--- config.mk ---
export PLATFORM = sky130hd
export DESIGN_NAME = mmu_ctl_regfile
export DESIGN_NICKNAME = d
export VERILOG_FILES = /design/src/rtl/mmu_ctl_pkg.sv /design/src/rtl/mmu_ctl_rst_sync.sv /design/src/rtl/mmu_ctl_decode.sv /design/src/rtl/mmu_ctl_field.sv /design/src/rtl/mmu_ctl_maint.sv /design/src/rtl/mmu_ctl_regfile.sv
export SDC_FILE = /design/constraint.sdc
export NUM_CORES = 1
export LEC_CHECK = 0
export BUFFER_PORTS_ARGS = -buffer_cell sky130_fd_sc_hd__buf_2
export CAP_MARGIN = 20
export CORE_ASPECT_RATIO = 0.5
export CORE_UTILIZATION = 44
export DETAILED_ROUTE_END_ITERATION = 7
export GPL_TIMING_DRIVEN = 1
export PLACE_DENSITY = 0.74
export SLEW_MARGIN = 0
export SYNTH_ARGS = -nofsm -noshare
export SYNTH_HDL_FRONTEND = slang
export SYNTH_HIERARCHICAL = 1
export SYNTH_SLANG_ARGS = --single-unit
--- constraint.sdc ---
create_clock -name clk -period 12.9 [get_ports clk]
set_input_delay 0.645 -clock clk [delete_from_list [all_inputs] [get_ports clk]]
set_output_delay 0.645 -clock clk [all_outputs]
set_load 0.005 [all_outputs]
--- src/rtl/mmu_ctl_pkg.sv ---
package mmu_ctl_pkg;

  localparam int DATA_W   = 32;
  localparam int NREG     = 9;
  localparam int ASID_W   = 8;
  localparam int EVT_W    = 11;
  localparam int ASSIST_W = 4;
  localparam int INV_BIT  = 2;

  // register index; byte offset = index * 4
  typedef enum logic [3:0] {
    IDX_CTL   = 4'd0,
    IDX_PTEH  = 4'd1,
    IDX_PTEL  = 4'd2,
    IDX_TTB   = 4'd3,
    IDX_FAULT = 4'd4,
    IDX_TRAP  = 4'd5,
    IDX_EXC   = 4'd6,
    IDX_IRQ   = 4'd7,
    IDX_PTEA  = 4'd8
  } reg_idx_e;

  typedef enum logic [1:0] {
    SZ_BYTE = 2'd0,
    SZ_HALF = 2'd1,
    SZ_WORD = 2'd2,
    SZ_RSVD = 2'd3
  } acc_size_e;

  // bits of a write that each register retains
  function automatic logic [DATA_W-1:0] keep_mask(input int idx);
    logic [DATA_W-1:0] m;
    m = '1;
    if (idx == int'(IDX_CTL)) begin
      m = ~(DATA_W'(1) << INV_BIT);
    end else if (idx == int'(IDX_PTEA)) begin
      m = (DATA_W'(1) << ASSIST_W) - DATA_W'(1);
    end else if (idx == int'(IDX_TRAP) || idx == int'(IDX_EXC) || idx == int'(IDX_IRQ)) begin
      m = (DATA_W'(1) << EVT_W) - DATA_W'(1);
    end
    return m;
  endfunction

endpackage

--- src/rtl/mmu_ctl_rst_sync.sv ---
module mmu_ctl_rst_sync (
  input  logic clk,
  input  logic rst_n,
  output logic rst_sync_n
);

  logic stage_q;

  always_ff @(posedge clk or negedge rst_n) begin
    if (!rst_n) begin
      stage_q    <= 1'b0;
      rst_sync_n <= 1'b0;
    end else begin
      stage_q    <= 1'b1;
      rst_sync_n <= stage_q;
    end
  end

endmodule

--- src/rtl/mmu_ctl_decode.sv ---
module mmu_ctl_decode
  import mmu_ctl_pkg::*;
#(
  parameter int ADDR_W = 8,
  parameter int N      = NREG,
  localparam int IDX_W = ADDR_W - 2
) (
  input  logic              valid,
  input  logic              write,
  input  logic [ADDR_W-1:0] addr,
  input  logic [1:0]        size,
  output logic [N-1:0]      wr_sel,
  output logic              rd_ok,
  output logic [IDX_W-1:0]  rd_idx,
  output logic              err
);

  logic             aligned;
  logic             mapped;
  logic             size_ok;
  logic             acc_ok;
  logic [IDX_W-1:0] idx;

  always_comb begin
    idx     = addr[ADDR_W-1:2];
    aligned = (addr[1:0] == 2'b00);
    mapped  = aligned && (idx < IDX_W'(N));
    size_ok = (size == SZ_WORD);
    acc_ok  = valid && mapped && size_ok;
    err     = valid && !(mapped && size_ok);
    rd_ok   = acc_ok && !write;
    rd_idx  = idx;
  end

  for (genvar i = 0; i < N; i++) begin : g_sel
    assign wr_sel[i] = acc_ok && write && (idx == IDX_W'(i));
  end

endmodule

--- src/rtl/mmu_ctl_field.sv ---
module mmu_ctl_field #(
  parameter int           W    = 32,
  parameter logic [W-1:0] KEEP = '1
) (
  input  logic         clk,
  input  logic         rst_n,
  input  logic         wr_en,
  input  logic [W-1:0] wdata,
  output logic [W-1:0] q
);

  logic [W-1:0] q_d;

  always_comb begin
    q_d = q;
    if (wr_en) q_d = wdata & KEEP;
  end

  always_ff @(posedge clk or negedge rst_n) begin
    if (!rst_n)     q <= '0;
    else if (wr_en) q <= q_d;
  end

  // a write lands as the data restricted to the kept bits
  assert_write_kept_bits_R6: assert property (@(posedge clk) disable iff (!rst_n)
    wr_en |=> (q == ($past(wdata) & KEEP)));

  assert_hold_no_write_R7: assert property (@(posedge clk) disable iff (!rst_n)
    !wr_en |=> $stable(q));

endmodule

--- src/rtl/mmu_ctl_maint.sv ---
module mmu_ctl_maint #(
  parameter int ASID_W = 8
) (
  input  logic              clk,
  input  logic              rst_n,
  input  logic              wr_ctl,
  input  logic              inv_bit,
  input  logic              wr_pteh,
  input  logic [ASID_W-1:0] new_asid,
  input  logic [ASID_W-1:0] cur_asid,
  output logic              inval_pulse,
  output logic              flush_pulse
);

  logic inval_d;
  logic flush_d;

  always_comb begin
    inval_d = wr_ctl && inv_bit;
    flush_d = wr_pteh && (new_asid != cur_asid);
  end

  always_ff @(posedge clk or negedge rst_n) begin
    if (!rst_n) begin
      inval_pulse <= 1'b0;
      flush_pulse <= 1'b0;
    end else begin
      inval_pulse <= inval_d;
      flush_pulse <= flush_d;
    end
  end

  assert_inval_follows_write_R2: assert property (@(posedge clk) disable iff (!rst_n)
    (wr_ctl && inv_bit) |=> inval_pulse);

  assert_inval_has_cause_R2: assert property (@(posedge clk) disable iff (!rst_n)
    inval_pulse |-> $past(wr_ctl));

  assert_flush_on_asid_change_R3: assert property (@(posedge clk) disable iff (!rst_n)
    (wr_pteh && (new_asid != cur_asid)) |=> flush_pulse);

  assert_no_flush_same_asid_R3: assert property (@(posedge clk) disable iff (!rst_n)
    (wr_pteh && (new_asid == cur_asid)) |=> !flush_pulse);

  assert_flush_has_cause_R3: assert property (@(posedge clk) disable iff (!rst_n)
    flush_pulse |-> $past(wr_pteh));

endmodule

--- src/rtl/mmu_ctl_regfile.sv ---
module mmu_ctl_regfile
  import mmu_ctl_pkg::*;
#(
  parameter int ADDR_W = 8
) (
  input  logic              clk,
  input  logic              rst_n,
  input  logic              bus_valid,
  input  logic              bus_write,
  input  logic [ADDR_W-1:0] bus_addr,
  input  logic [1:0]        bus_size,
  input  logic [31:0]       bus_wdata,
  output logic [31:0]       bus_rdata,
  output logic              bus_err,
  output logic [31:0]       mmu_ctl_q,
  output logic [31:0]       pte_hi_q,
  output logic [31:0]       pte_lo_q,
  output logic [31:0]       pte_assist_q,
  output logic [31:0]       tbl_base_q,
  output logic [31:0]       fault_addr_q,
  output logic [31:0]       trap_code_q,
  output logic [31:0]       exc_code_q,
  output logic [31:0]       irq_code_q,
  output logic              tlb_inval_pulse,
  output logic              tlb_flush_pulse
);

  localparam int IDX_W  = ADDR_W - 2;
  localparam int FLAT_W = NREG * DATA_W;

  logic              rst_sync_n;
  logic [NREG-1:0]   wr_sel;
  logic              rd_ok;
  logic [IDX_W-1:0]  rd_idx;
  logic [DATA_W-1:0] regq [NREG];
  logic [FLAT_W-1:0] all_q;

  mmu_ctl_rst_sync u_rst (
    .clk        (clk),
    .rst_n      (rst_n),
    .rst_sync_n (rst_sync_n)
  );

  mmu_ctl_decode #(.ADDR_W(ADDR_W), .N(NREG)) u_dec (
    .valid  (bus_valid),
    .write  (bus_write),
    .addr   (bus_addr),
    .size   (bus_size),
    .wr_sel (wr_sel),
    .rd_ok  (rd_ok),
    .rd_idx (rd_idx),
    .err    (bus_err)
  );

  for (genvar i = 0; i < NREG; i++) begin : g_reg
    mmu_ctl_field #(.W(DATA_W), .KEEP(keep_mask(i))) u_fld (
      .clk   (clk),
      .rst_n (rst_sync_n),
      .wr_en (wr_sel[i]),
      .wdata (bus_wdata),
      .q     (regq[i])
    );
    assign all_q[i*DATA_W +: DATA_W] = regq[i];
  end

  mmu_ctl_maint #(.ASID_W(ASID_W)) u_maint (
    .clk         (clk),
    .rst_n       (rst_sync_n),
    .wr_ctl      (wr_sel[IDX_CTL]),
    .inv_bit     (bus_wdata[INV_BIT]),
    .wr_pteh     (wr_sel[IDX_PTEH]),
    .new_asid    (bus_wdata[ASID_W-1:0]),
    .cur_asid    (regq[IDX_PTEH][ASID_W-1:0]),
    .inval_pulse (tlb_inval_pulse),
    .flush_pulse (tlb_flush_pulse)
  );

  always_comb begin
    bus_rdata = '0;
    for (int i = 0; i < NREG; i++) begin
      if (rd_ok && (rd_idx == IDX_W'(i))) bus_rdata = regq[i];
    end
  end

  assign mmu_ctl_q    = regq[IDX_CTL];
  assign pte_hi_q     = regq[IDX_PTEH];
  assign pte_lo_q     = regq[IDX_PTEL];
  assign tbl_base_q   = regq[IDX_TTB];
  assign fault_addr_q = regq[IDX_FAULT];
  assign trap_code_q  = regq[IDX_TRAP];
  assign exc_code_q   = regq[IDX_EXC];
  assign irq_code_q   = regq[IDX_IRQ];
  assign pte_assist_q = regq[IDX_PTEA];

  assert_inval_never_stored_R2: assert property (@(posedge clk) disable iff (!rst_sync_n)
    mmu_ctl_q[INV_BIT] == 1'b0);

  assert_err_no_update_R8: assert property (@(posedge clk) disable iff (!rst_sync_n)
    bus_err |=> ($stable(all_q) && !tlb_inval_pulse && !tlb_flush_pulse));

  assert_single_write_sel_R9: assert property (@(posedge clk) disable iff (!rst_sync_n)
    $onehot0(wr_sel));

  assert_read_no_pulse_R7: assert property (@(posedge clk) disable iff (!rst_sync_n)
    (bus_valid && !bus_write) |=> (!tlb_inval_pulse && !tlb_flush_pulse));

endmodule

# == Yosys cells after proc, flatten, opt, wreduce, memory -nomap -nowiden ==
# Cells that the tools add are included.
# W data, S select, Z words.
# totals
ramBits,0
reg_bits,200
wordCells,64
out_inout_bits,323
romBits,0
memories,0
in_bits,46
latchBits,0
# op_classes
n_bitwise,0
div,0
n_mul,0
shift,0
reduce_logical,31
n_mux,9
n_lt_le_gt_ge,1
addsub,0
n_eq_ne,10
# ops
cell,count
$mux W32,9
$logic_and A1 B1 Y1,27
$eq A6 B3 Y1 const B,4
$eq A6 B2 Y1 const B,2
$ne A8 B8 Y1,1
$eq A6 B1 Y1 const B,1
$eq A6 B4 Y1 const B,1
$logic_not A6 Y1,1
$lt A6 B4 Y1 const B,1
$eq A2 B2 Y1 const B,1
$logic_not A1 Y1,2
$logic_not A2 Y1,1

# == Longest topological paths before layout ==
# Gate-level depths: netlist of the first run.
# depth
word_depth,15
mapped_depth,11
ltp_nobuf,8

# == Hierarchy ==
# Netlist of the first run, hierarchy kept.
# by_module_without_submodules
module,seq_area_each_um2,cells_per_inst,area_per_inst_um2,n_inst
mmu_ctl_field (g_reg[1].u_fld ...),800.8,68,1345.0,4
mmu_ctl_regfile,0.0,320,2552.4,1
mmu_ctl_field (g_reg[5].u_fld ...),275.3,45,609.3,3
mmu_ctl_field (g_reg[0].u_fld),775.7,67,1169.9,1
mmu_ctl_field (g_reg[8].u_fld),100.1,37,359.1,1
mmu_ctl_decode,0.0,32,209.0,1
mmu_ctl_maint,50.0,14,146.4,1
mmu_ctl_rst_sync,50.0,3,53.8,1

# == Worst setup path after synthesis of the first run ==
# No wires, ideal clock.
# synth_timing
kind,input to output
from,in bus_addr[1]
to,out bus_rdata[20]
required_time_ns,12.255
n_path_buf,2
arrival_ns,2.368
slack_ns,9.887
cell_stages,10
cell_sequence,nor4_4 nand3_1 nor3b_1 nor2b_1 buf_2 nand2_1 clkbuf_1 a211o_1 a211oi_2 nor2_1
# synth_via
elab_chain_len,15
word_cells_on_any_way,23
cone_classes,9 x mux; 14 x reduce/logical
# synth_rtl
item,line_no,text
start: declaration,mmu_ctl_regfile.sv:10,"input logic [ADDR_W-1:0] bus_addr,"
$logic_not A2 Y1 *,mmu_ctl_decode.sv:26,aligned = (addr[1:0] == 2'b00);
$logic_and A1 B1 Y1 *,mmu_ctl_decode.sv:27,mapped = aligned && (idx < IDX_W'(N));
$logic_and A1 B1 Y1 * (2 in series),mmu_ctl_decode.sv:29,acc_ok = valid && mapped && size_ok;
$logic_and A1 B1 Y1 *,mmu_ctl_decode.sv:31,rd_ok = acc_ok && !write;
via rd_ok,mmu_ctl_regfile.sv:33,logic rd_ok;
$logic_and A1 B1 Y1,mmu_ctl_regfile.sv:81,if (rd_ok && (rd_idx == IDX_W'(i))) bus_rdata = regq[i];
$mux W32 (8 in series),mmu_ctl_regfile.sv:81,
$mux W32 *,mmu_ctl_regfile.sv:81,
end: declaration,mmu_ctl_regfile.sv:13,"output logic [31:0] bus_rdata,"
# Mark *: on every way through the listed nets, which the timed path passes. The rest lies on a longest branch.

# == Final worst setup path of the first run ==
# layout_timing
from,in bus_addr[2]
to,out bus_rdata[0]
# layout_via
elab_chain_len,15
word_cells_on_any_way,32
cone_classes,1 x order compare; 8 x eq/ne; 9 x mux; 14 x reduce/logical
# layout_rtl
item,line_no
$lt A6 B4 Y1 *,mmu_ctl_decode.sv:27
$logic_and A1 B1 Y1 *,mmu_ctl_decode.sv:27
$logic_and A1 B1 Y1 * (2 in series),mmu_ctl_decode.sv:29
$logic_and A1 B1 Y1 *,mmu_ctl_decode.sv:31
via rd_ok,mmu_ctl_regfile.sv:33
$logic_and A1 B1 Y1,mmu_ctl_regfile.sv:81
$mux W32 (8 in series),mmu_ctl_regfile.sv:81
$mux W32 *,mmu_ctl_regfile.sv:81
# Marks and branches as above.

==> results.txt, run 1 <==
outcome - finished, final reports clean
Yosys cell types - 50
Final GP Congestion - 0.9394
Worst R2R Start - u_rst/rst_sync_n
largest net degree at the start of global routing - 85
first-pass GRT wire length - 54540 um
Syn Inst Count - 880
share of layout cells above drive strength 1 - 52.11%
H-tree Lvls - 4
Final Setup Violations - 0
CTS buffer count - 17
largest family of logic cells by synthesized area - multiplexers
Slowest-stage cell, CP - nand4_1
clock-pin slew on the worst setup and hold paths - 0.07 ns
IO Pins - 369
fmax - 209.6 MHz
Final #Nets - 1173
critical path cell sequence - buf_4 > o31ai_1 > nand3_1 > nor3b_1 > nor2b_1 > nand4_1 > buf_4 > or2_1 > o22ai_1 > a21oi_1 > buf_2
TritonCTS clock tree - yes
DIE AREA - 27280 sq um
crit path launch type - primary input
number of enable flip-flop cells after synthesis - 0
Routed WL - 36390 um
Max clock buf depth - 2
Cell Area, Synth - 11700 sq um
mux cell area share after synthesis - 32.73%
Ys Warns - 6
Worst R2R End - g_reg[1].u_fld/q[6]
VDD IR-drop max - 0.06470 mV
Simple-Gate Fraction of Synth Area - 4.364%
clock period minus worst slack - 4.771 ns
R2R Setup Slk - 11.55 ns
Vias - 8404
most common cell after layout, fill and taps aside - buf_2
Worst Hold Class - reg -> async
CP Data Arrival Time - 4.13 ns
DR DRC count - 0
XOR/XNOR share of the synthesized area - 0.5989%
clock skew - 0.01463 ns
Seq/Total Area, Yosys - 42.78%
PwrDens - 94.14 nW/um^2
Worst path most repeated cell - buf_4
worst setup margin - 8.129 ns
fin crit share - 36.98%
max cap viols - 0
Post-synth ARST share - 100.0%
final hold violations - 0
adder-cell share of the synthesized area - 0%
Initial Utilization - 45.61%
core area - 25650 sq um
Setup crit end kind - output port
GRT overflow - 0
DP Cell Count - 1448
Site Rows - 41
Slew @ Worst Pin - 1.028 ns
kind of critical path - in -> out
final cell count without fillers - 1486
LEAKAGE - 6.999 nW
count of pins over their slew limit - 0
Top FF cell, synth - dfrtp_1
syn avg cell area - 13.29 sq um
RSZ-0062 raised after global routing - false
TritonCTS sink count - 200
die width - 232.6 um
WL/cell - 24.49 um
GR Util All Layers - 26.72%
number of global-route vias before repair - 8401
First-pass DRT Iterations - 6
DP Worst Slack - 8.258 ns
CP max FO - 49
reg2reg path depth - 2
Critical Path RT - 12.26 ns
compound-gate portion of the synthesized area - 7.893%
DP HPWL - 25390 um
Slew headroom - 31.23%
Starting DRT DRC Count - 809
most frequent cells in the layout - buf_2, dfrtp_1, mux2_4, conb_1, mux2_2
Fillers - 2184
worst skew pair latency - 0.46 ns
initial antenna violation count - 1
port bufs - 276
post-cts resize count - 0
Root Driver - clkbuf_16
via/cell ratio - 5.655
Seq cells post-synth - 200
Antenna Violating Nets Remaining - 0
Die Y - 117.3 um
slowest stage delay, CP - 0.57 ns
P&R area growth vs syn - 14.32%
TNS Setup - 0 ns
[routing by layer]
| layer | vias to the layer above | share of wire, % | wire length [um] | GRT usage [%] |
|---|---|---|---|---|
| li1 | 3526 | - | - | - |
| met1 | 4386 | 41 | 14900 | 35.50 |
| met2 | 406 | 49 | 17790 | 42.99 |
| met3 | 86 | 6.9 | 2520 | 5.545 |
| met4 | 0 | 3.2 | 1179 | 9.886 |
| met5 | - | 0 | 0 | 0 |
[sequential cells by signal, indices dropped and copies added (netlist names)]
name	flops
g.u_fld/q	196
u_maint/flush_pulse	1
u_maint/inval_pulse	1
u_rst/rst_sync_n	1
u_rst/stage_q	1
[synthesized netlist by cell type, types with 13 or more instances]
cell type	number	share of area, %
a21oi_1	58	2.5
a22oi_1	17	1.1
buf_12	13	2.2
buf_2	16	0.68
buf_4	104	6.7
buf_6	15	1.4
dfrtp_1	200	43
mux2_2	68	6.5
mux2_4	150	19
mux4_2	29	5.6
nand2_1	32	1.0
nor2_1	26	0.83
o21ai_0	18	0.77
o22ai_1	28	1.5
[metrics by stage]
step | area, sq um | utilization (%) | power [mW] | hold WS, ns
2_1_floorplan | 12030 | - | 0.7212 | 0.3312
3_3_place_gp | 12710 | 49.55 | 0.7295 | 0.2983
3_5_place_dp | 12710 | 49.55 | 0.7320 | 0.3151
4_1_cts | 13300 | 51.85 | 1.264 | 0.3188
5_1_grt | 13370 | 52.13 | 1.309 | 0.3505
6_report | 13370 | 52.14 | 1.259 | 0.2976
[worst max-delay path by stage]
stage	from	end	slack, ns	depth (start not counted)
floorplan	u_rst/rst_sync_n	g_reg[0].u_fld/q[0]	6.91	0
global placement	bus_addr[2]	bus_rdata[0]	8.44	11
detailed placement	bus_addr[2]	bus_rdata[0]	8.26	11
CTS	bus_addr[2]	bus_rdata[0]	8.25	11
global route	bus_addr[2]	bus_rdata[0]	7.87	11
finish	bus_addr[2]	bus_rdata[0]	8.13	11
[power breakdown]
part	total, mW	switching, mW	internal [mW]
combinational	0.0916	0.0619	0.0297
clock	0.532	0.274	0.258
sequential	0.635	0.00529	0.630
[kinds of logic after synthesis]
group,count (synthesis)
multiplexers,253
XOR/XNOR,8
other,6
buffers and inverters,161
flip-flops,200
AND/OR/NAND/NOR,98
AO/OA/AOI/OAI,154
[area by class of cell]
type	count	area (sq um)	area share, %
diodes	2	5.005	0.03742
clock buffers	17	425.4	3.181
clock inverters	15	153.9	1.151
inverters	3	11.26	0.08420
multi-input cells	606	5731	42.85
flip-flops and latches	200	5009	37.45
well taps	344	430.4	3.218
repair buffers	299	1609	12.03
[worst max-delay path: cells and delay by family]
kind / cells / cell delay (ns)
AOI/OAI and AO/OA: 3 / 0.70
buffers and inverters: 3 / 0.95
and+or+nand+nor: 5 / 1.80
[timing repair]
item	CTS	global route
hold endpoints to repair	2	0
buffers inserted	0	0
hold buffers	1	0
Note: power is estimated with default switching activity, not from simulation.
==> run 2, diff against run 1 <==
==> constraint.sdc (replaced) <==
create_clock -name clk -period 4.5 [get_ports clk]
set_input_delay 0.225 -clock clk [delete_from_list [all_inputs] [get_ports clk]]
set_output_delay 0.225 -clock clk [all_outputs]
set_load 0.005 [all_outputs]
==> run 2 against run 1 <==
  * Clock-buffer cell count up 3
  * Largest cell class unchanged
  * Critical path depth stayed put
  * Core utilization increased by 0.088 points
  * Critical path type unchanged
  * Largest power group unchanged
  * Global-route usage is 0.059 points lower
==> results.txt, run 2 (synthesis gave the netlist of run 1 again) <==
Slew @ Worst Pin - 1.005 ns (was 1.028 ns)
fin crit share - 76.21%
crit path launch type - primary input (unchanged)
number of global-route vias before repair - 8500 (was 8401)
R2R Setup Slk - 3.11 ns (was 11.55 ns)
share of layout cells above drive strength 1 - 52.10% (was 52.11%)
TNS Setup - 0 ns (unchanged)
Fillers - 2214 (was 2184)
Site Rows - 41 (unchanged)
IO Pins - 369 (unchanged)
outcome - finished, final reports clean (unchanged)
Worst R2R Start - u_rst/rst_sync_n (unchanged)
global-route met1 utilization - 35.87% (was 35.50%)
GRT overflow - 0 (unchanged)
DP Worst Slack - 1.167 ns (was 8.258 ns)
grt met2 use - 41.83% (was 42.99%)
core area - 25650 sq um (unchanged)
max reg flops - 196 (unchanged)
First-pass DRT Iterations - 5 (was 6)
Most Crowded Layer GR - met2 (unchanged)
Root Driver - clkbuf_16 (unchanged)
P&R area growth vs syn - 14.51% (was 14.32%)
Setup crit end kind - output port (unchanged)
most frequent cells in the layout - buf_2, dfrtp_1, mux2_4, conb_1, mux2_2 (unchanged)
Starting DRT DRC Count - 785 (was 809)
NetSw - 0.9446 mW (was 0.3411 mW)
Vias - 8426 (was 8404)
clock-pin slew on the worst setup and hold paths - 0.08 ns (was 0.07 ns)
Clk pwr share - 43.9% (was 42.3%)
Comb pwr share - 6.9% (was 7.3%)
LEAKAGE - 7.021 nW (was 6.999 nW)
VDD IR-drop max - 0.2028 mV (was 0.06470 mV)
Worst Min Path Start - bus_wdata[28]
Critical Path RT - 4.28 ns (was 12.26 ns)
DIE AREA - 27280 sq um (unchanged)
Routed WL - 36340 um (was 36390 um)
CTS buffer count - 17 (unchanged)
GR Util All Layers - 26.66% (was 26.72%)
Die Y - 117.3 um (unchanged)
most common cell after layout, fill and taps aside - buf_2 (unchanged)
Max clock buf depth - 2 (unchanged)
largest net degree at the start of global routing - 117 (was 85)
Int Pwr - 2.761 mW (was 0.9180 mW)
worst skew pair latency - 0.45 ns (was 0.46 ns)
reg2reg path depth - 1 (was 2)
via/cell ratio - 5.663 (was 5.655)
TritonCTS clock tree - yes (unchanged)
count of pins over their slew limit - 0 (unchanged)
largest register by flop count - g.u_fld/q (unchanged)
DP Cell Count - 1453 (was 1448)
Worst Hold Class - in -> reg (was reg -> async)
port bufs - 276 (unchanged)
H-tree Lvls - 4 (unchanged)
Final #Nets - 1175 (was 1173)
TritonCTS sink count - 200 (unchanged)
Final GP Congestion - 0.9588 (was 0.9394)
Slew headroom - 32.73% (was 31.23%)
Final Setup Violations - 0 (unchanged)
hold depth - 2
post-cts resize count - 0 (unchanged)
worst setup margin - 1.071 ns (was 8.129 ns)
fmax - 291.6 MHz
max cap viols - 0 (unchanged)
initial antenna violation count - 2 (was 1)
PwrDens - 276.6 nW/um^2 (was 94.14 nW/um^2)
DP HPWL - 25710 um (was 25390 um)
CP max FO - 13 (was 49)
RSZ-0062 raised after global routing - false (unchanged)
sw frac - 25.49% (was 27.09%)
Worst R2R End - g_reg[2].u_fld/q[8] (was g_reg[1].u_fld/q[6])
CP Data Arrival Time - 3.20 ns (was 4.13 ns)
kind of critical path - in -> out (unchanged)
die width - 232.6 um (unchanged)
WL/cell - 24.42 um (was 24.49 um)
Antenna Violating Nets Remaining - 0 (unchanged)
first-pass GRT wire length - 54340 um (was 54540 um)
final hold violations - 0 (unchanged)
DR DRC count - 0 (unchanged)
GRT met3 Usage - 6.347% (was 5.545%)
Initial Utilization - 45.61% (unchanged)
hold path endpoint - g_reg[1].u_fld/q[28]
clock period minus worst slack - 3.429 ns
final cell count without fillers - 1488 (was 1486)
Seq pwr share - 49.2% (was 50.5%)
clock skew - 0.01124 ns (was 0.01463 ns)
==> run 2: changes by cell type in the layout (fill, tap and decap cells not counted), sizes merged <==
cell,delta
clkbuf,+3
bufinv,+2
inv,-1
buf,+2
clkinv,-3
clkinvlp,-1
==> run 2: power groups by stage <==
stage          Combinational [mW]  Sequential (mW)  Clock, mW
4_1_cts                     0.244             1.82       1.65
3_5_place_dp                0.243             1.86          0
5_1_grt                     0.277             1.82       1.74
3_3_place_gp                0.237             1.86          0
6_report                    0.257             1.82       1.63
2_1_floorplan               0.193             1.87          0
==> run 2: worst max-delay path by stage <==
| stage | depth (start not counted) | slack (ns) | end | startpoint |
|---|---|---|---|---|
| 2_1_floorplan | 0 | 1.20 | g_reg[0].u_fld/q[0] | u_rst/rst_sync_n |
| 3_3_place_gp | 10 | 1.07 | bus_rdata[0] | bus_addr[1] |
| 3_5_place_dp | 11 | 1.17 | bus_rdata[0] | bus_addr[1] |
| 4_1_cts | 11 | 1.15 | bus_rdata[0] | bus_addr[1] |
| 5_1_grt | 11 | 0.88 | bus_rdata[0] | bus_addr[1] |
| 6_report | 11 | 1.07 | bus_rdata[3] | bus_addr[1] |
==> run 2: worst max-delay path, cell delays in order <==
cell and delay [ns]:
buf_2 0.12, nor4_4 0.43, nand3_1 0.16, nor3b_1 0.24, nor2b_1 0.41, nand2_1 0.58
buf_8 0.36, a211oi_1 0.23, o22a_1 0.18, a21oi_1 0.06, buf_2 0.19
==> run 2: timing repair <==
action,in CTS,in global routing
hold buffers,1,0
hold endpoints to repair,2,0
setup buffers,0,0
==> run 2: layout make-up <==
class / count / area, sq um / share of cell area [%]
timing repair buffer: 301 / 1597 / 11.92
antenna: 2 / 5.005 / 0.03736
sequential: 200 / 5009 / 37.39
clock inverter: 12 / 157.7 / 1.177
clock buffer: 20 / 456.7 / 3.409
inverter: 3 / 11.26 / 0.08406
multi-input combinational: 606 / 5731 / 42.78
tap: 344 / 430.4 / 3.213
==> run 2: metal layers <==
| metal | share of wire [%] | vias up |
|---|---|---|
| li1 | - | 3520 |
| met5 | 0 | - |
| met4 | 2.8 | 0 |
| met2 | 48 | 437 |
| met3 | 7.5 | 85 |
| met1 | 42 | 4384 |
==> run 2: per-stage QoR <==
step / hold WS (ns) / instance area [sq um] / util [%] / power (mW)
2_1_floorplan: -0.07059 / 12030 / - / 2.067
3_3_place_gp: 0.01089 / 12750 / 49.72 / 2.094
3_5_place_dp: 0.01541 / 12770 / 49.78 / 2.101
4_1_cts: 0.04917 / 13390 / 52.21 / 3.722
5_1_grt: 0.05829 / 13400 / 52.23 / 3.840
6_report: 0.06922 / 13400 / 52.23 / 3.706
==> run 3, diff against run 2 <==
==> constraint.sdc (replaced) <==
create_clock -name clk -period 3.4 [get_ports clk]
set_input_delay 0.17 -clock clk [delete_from_list [all_inputs] [get_ports clk]]
set_output_delay 0.17 -clock clk [all_outputs]
set_load 0.005 [all_outputs]
==> run 3 against run 2 <==
  * Wire length grew 0.48%
  * Final area is 0.64% higher
  * Critical path depth shrank 1
  * Global-route usage grew 0.18 points
  * Cell count rose by 1.3%
  * Clock-buffer cell count decreased by 1
  * Power rose by 25%
==> results.txt, run 3 (synthesis gave the netlist of run 1 again) <==
worst skew pair latency - 0.46 ns (was 0.45 ns)
Worst R2R Start - u_rst/rst_sync_n (unchanged)
Root Driver - clkbuf_16 (unchanged)
Final GP Congestion - 0.9410 (was 0.9588)
CTS buffer count - 17 (unchanged)
LEAKAGE - 7.055 nW (was 7.021 nW)
reg2reg path depth - 1 (unchanged)
Site Rows - 41 (unchanged)
fin crit share - 90.34%
post-cts resize count - 0 (unchanged)
max cap viols - 0 (unchanged)
fmax - 325.6 MHz
port bufs - 276 (unchanged)
Worst Min Path Start - bus_wdata[24] (was bus_wdata[28])
PwrDens - 344.2 nW/um^2 (was 276.6 nW/um^2)
Critical Path RT - 3.23 ns (was 4.28 ns)
DIE AREA - 27280 sq um (unchanged)
most common cell after layout, fill and taps aside - buf_2 (unchanged)
final hold violations - 0 (unchanged)
Slew @ Worst Pin - 0.9302 ns (was 1.005 ns)
WL/cell - 24.23 um (was 24.42 um)
VDD IR-drop max - 0.2208 mV (was 0.2028 mV)
CP max FO - 12 (was 13)
core area - 25650 sq um (unchanged)
clock period minus worst slack - 3.071 ns
DP HPWL - 26140 um (was 25710 um)
max reg flops - 196 (unchanged)
crit path launch type - primary input (unchanged)
Initial Utilization - 45.61% (unchanged)
Final Setup Violations - 0 (unchanged)
Starting DRT DRC Count - 879 (was 785)
number of global-route vias before repair - 8546 (was 8500)
Worst Hold Class - in -> reg (unchanged)
P&R area growth vs syn - 15.25% (was 14.51%)
largest register by flop count - g.u_fld/q (unchanged)
count of pins over their slew limit - 0 (unchanged)
Fillers - 2263 (was 2214)
Seq. cell area - 5009 sq um (unchanged)
Routed WL - 36520 um (was 36340 um)
CP Data Arrival Time - 2.90 ns (was 3.20 ns)
share of layout cells above drive strength 1 - 52.11% (was 52.10%)
CTS hold repair buffers - 8 (was 1)
outcome - finished, final reports clean (unchanged)
Seq pwr share - 52.1% (was 49.2%)
first-pass GRT wire length - 54750 um (was 54340 um)
TNS Setup - 0 ns (unchanged)
hold path endpoint - g_reg[1].u_fld/q[24] (was g_reg[1].u_fld/q[28])
area of the multi-input gates - 5731 sq um (unchanged)
IO Pins - 369 (unchanged)
Die Y - 117.3 um (unchanged)
sw frac - 25.66% (was 25.49%)
TritonCTS clock tree - yes (unchanged)
initial antenna violation count - 6 (was 2)
GRT overflow - 0 (unchanged)
Int Pwr - 3.450 mW (was 2.761 mW)
TritonCTS sink count - 200 (unchanged)
Setup crit end kind - output port (unchanged)
hold depth - 2 (unchanged)
Setup Buffers After CTS - 0 (unchanged)
Comb pwr share - 7.4% (was 6.9%)
Clk pwr share - 40.5% (was 43.9%)
NetSw - 1.191 mW (was 0.9446 mW)
Antenna Violating Nets Remaining - 0 (unchanged)
DR DRC count - 0 (unchanged)
via/cell ratio - 5.642 (was 5.663)
First-pass DRT Iterations - 8 (was 5)
clock-pin slew on the worst setup and hold paths - 0.07 ns (was 0.08 ns)
GR Util All Layers - 26.84% (was 26.66%)
kind of critical path - in -> out (unchanged)
RSZ-0062 raised after global routing - false (unchanged)
clock skew - 0.01073 ns (was 0.01124 ns)
largest net degree at the start of global routing - 97 (was 117)
Final #Nets - 1192 (was 1175)
R2R Setup Slk - 1.96 ns (was 3.11 ns)
die width - 232.6 um (unchanged)
most frequent cells in the layout - buf_2, dfrtp_1, mux2_4, conb_1, mux2_2 (unchanged)
H-tree Lvls - 4 (unchanged)
Vias - 8503 (was 8426)
post-layout util - 52.57% (was 52.23%)
Slew headroom - 37.76% (was 32.73%)
Worst R2R End - g_reg[1].u_fld/q[21] (was g_reg[2].u_fld/q[8])
Max clock buf depth - 2 (unchanged)
-- run 3: worst max-delay path by stage --
stage                                endpoint  depth (start not counted)             start
after floorplan           g_reg[0].u_fld/q[0]                          0  u_rst/rst_sync_n
after global placement           bus_rdata[0]                         11       bus_addr[1]
after detailed placement        bus_rdata[17]                         10       bus_addr[1]
after CTS                       bus_rdata[17]                         10       bus_addr[1]
after global routing            bus_rdata[17]                         10       bus_addr[1]
final                           bus_rdata[17]                         10       bus_addr[1]
-- run 3: cell type report --
type / count / share of cell area (%)
multi-input cells: 606 / 42.50
flip-flops and latches: 200 / 37.15
repair buffers: 318 / 13.05
clock buffers: 19 / 3.211
well taps: 344 / 3.192
clock inverters: 13 / 0.7424
inverters: 3 / 0.08352
diodes: 4 / 0.07424
-- run 3: metrics by stage --
stage	power (mW)	cells	cell area, sq um	hold slack, ns	setup WS (ns)
6_report	4.641	1507	13480	0.02727	0.3286
5_1_grt	4.801	1507	13480	0.01168	0.2268
3_5_place_dp	2.784	1463	12860	-0.04158	0.4419
3_3_place_gp	2.775	1463	12860	-0.04405	0.6014
2_1_floorplan	2.736	967	12030	-0.1256	0.1048
4_1_cts	4.665	1503	13470	0.001423	0.4347
-- run 3: power groups by stage --
| stage | combinational [mW] | sequential, mW | clock, mW |
|---|---|---|---|
| finish | 0.343 | 2.42 | 1.88 |
| CTS | 0.327 | 2.42 | 1.92 |
| global placement | 0.312 | 2.46 | 0 |
| floorplan | 0.255 | 2.48 | 0 |
| detailed placement | 0.318 | 2.47 | 0 |
| global route | 0.370 | 2.42 | 2.01 |
-- run 3: critical path: stages --
cell,delay [ns]
buf_2,0.11
nor4_4,0.41
nand3_1,0.18
nor3b_1,0.24
nor2b_1,0.39
and4_1,0.60
buf_4,0.34
nand2_1,0.09
a21oi_1,0.20
buf_2,0.15
-- run 3: per-layer routing --
metal | wire length (um) | vias to the layer above | global-route usage, %
li1 | - | 3575 | -
met1 | 15700 | 4410 | 37.19
met2 | 17270 | 426 | 40.81
met3 | 2286 | 92 | 4.475
met4 | 1255 | 0 | 13.07
met5 | 0 | - | 0
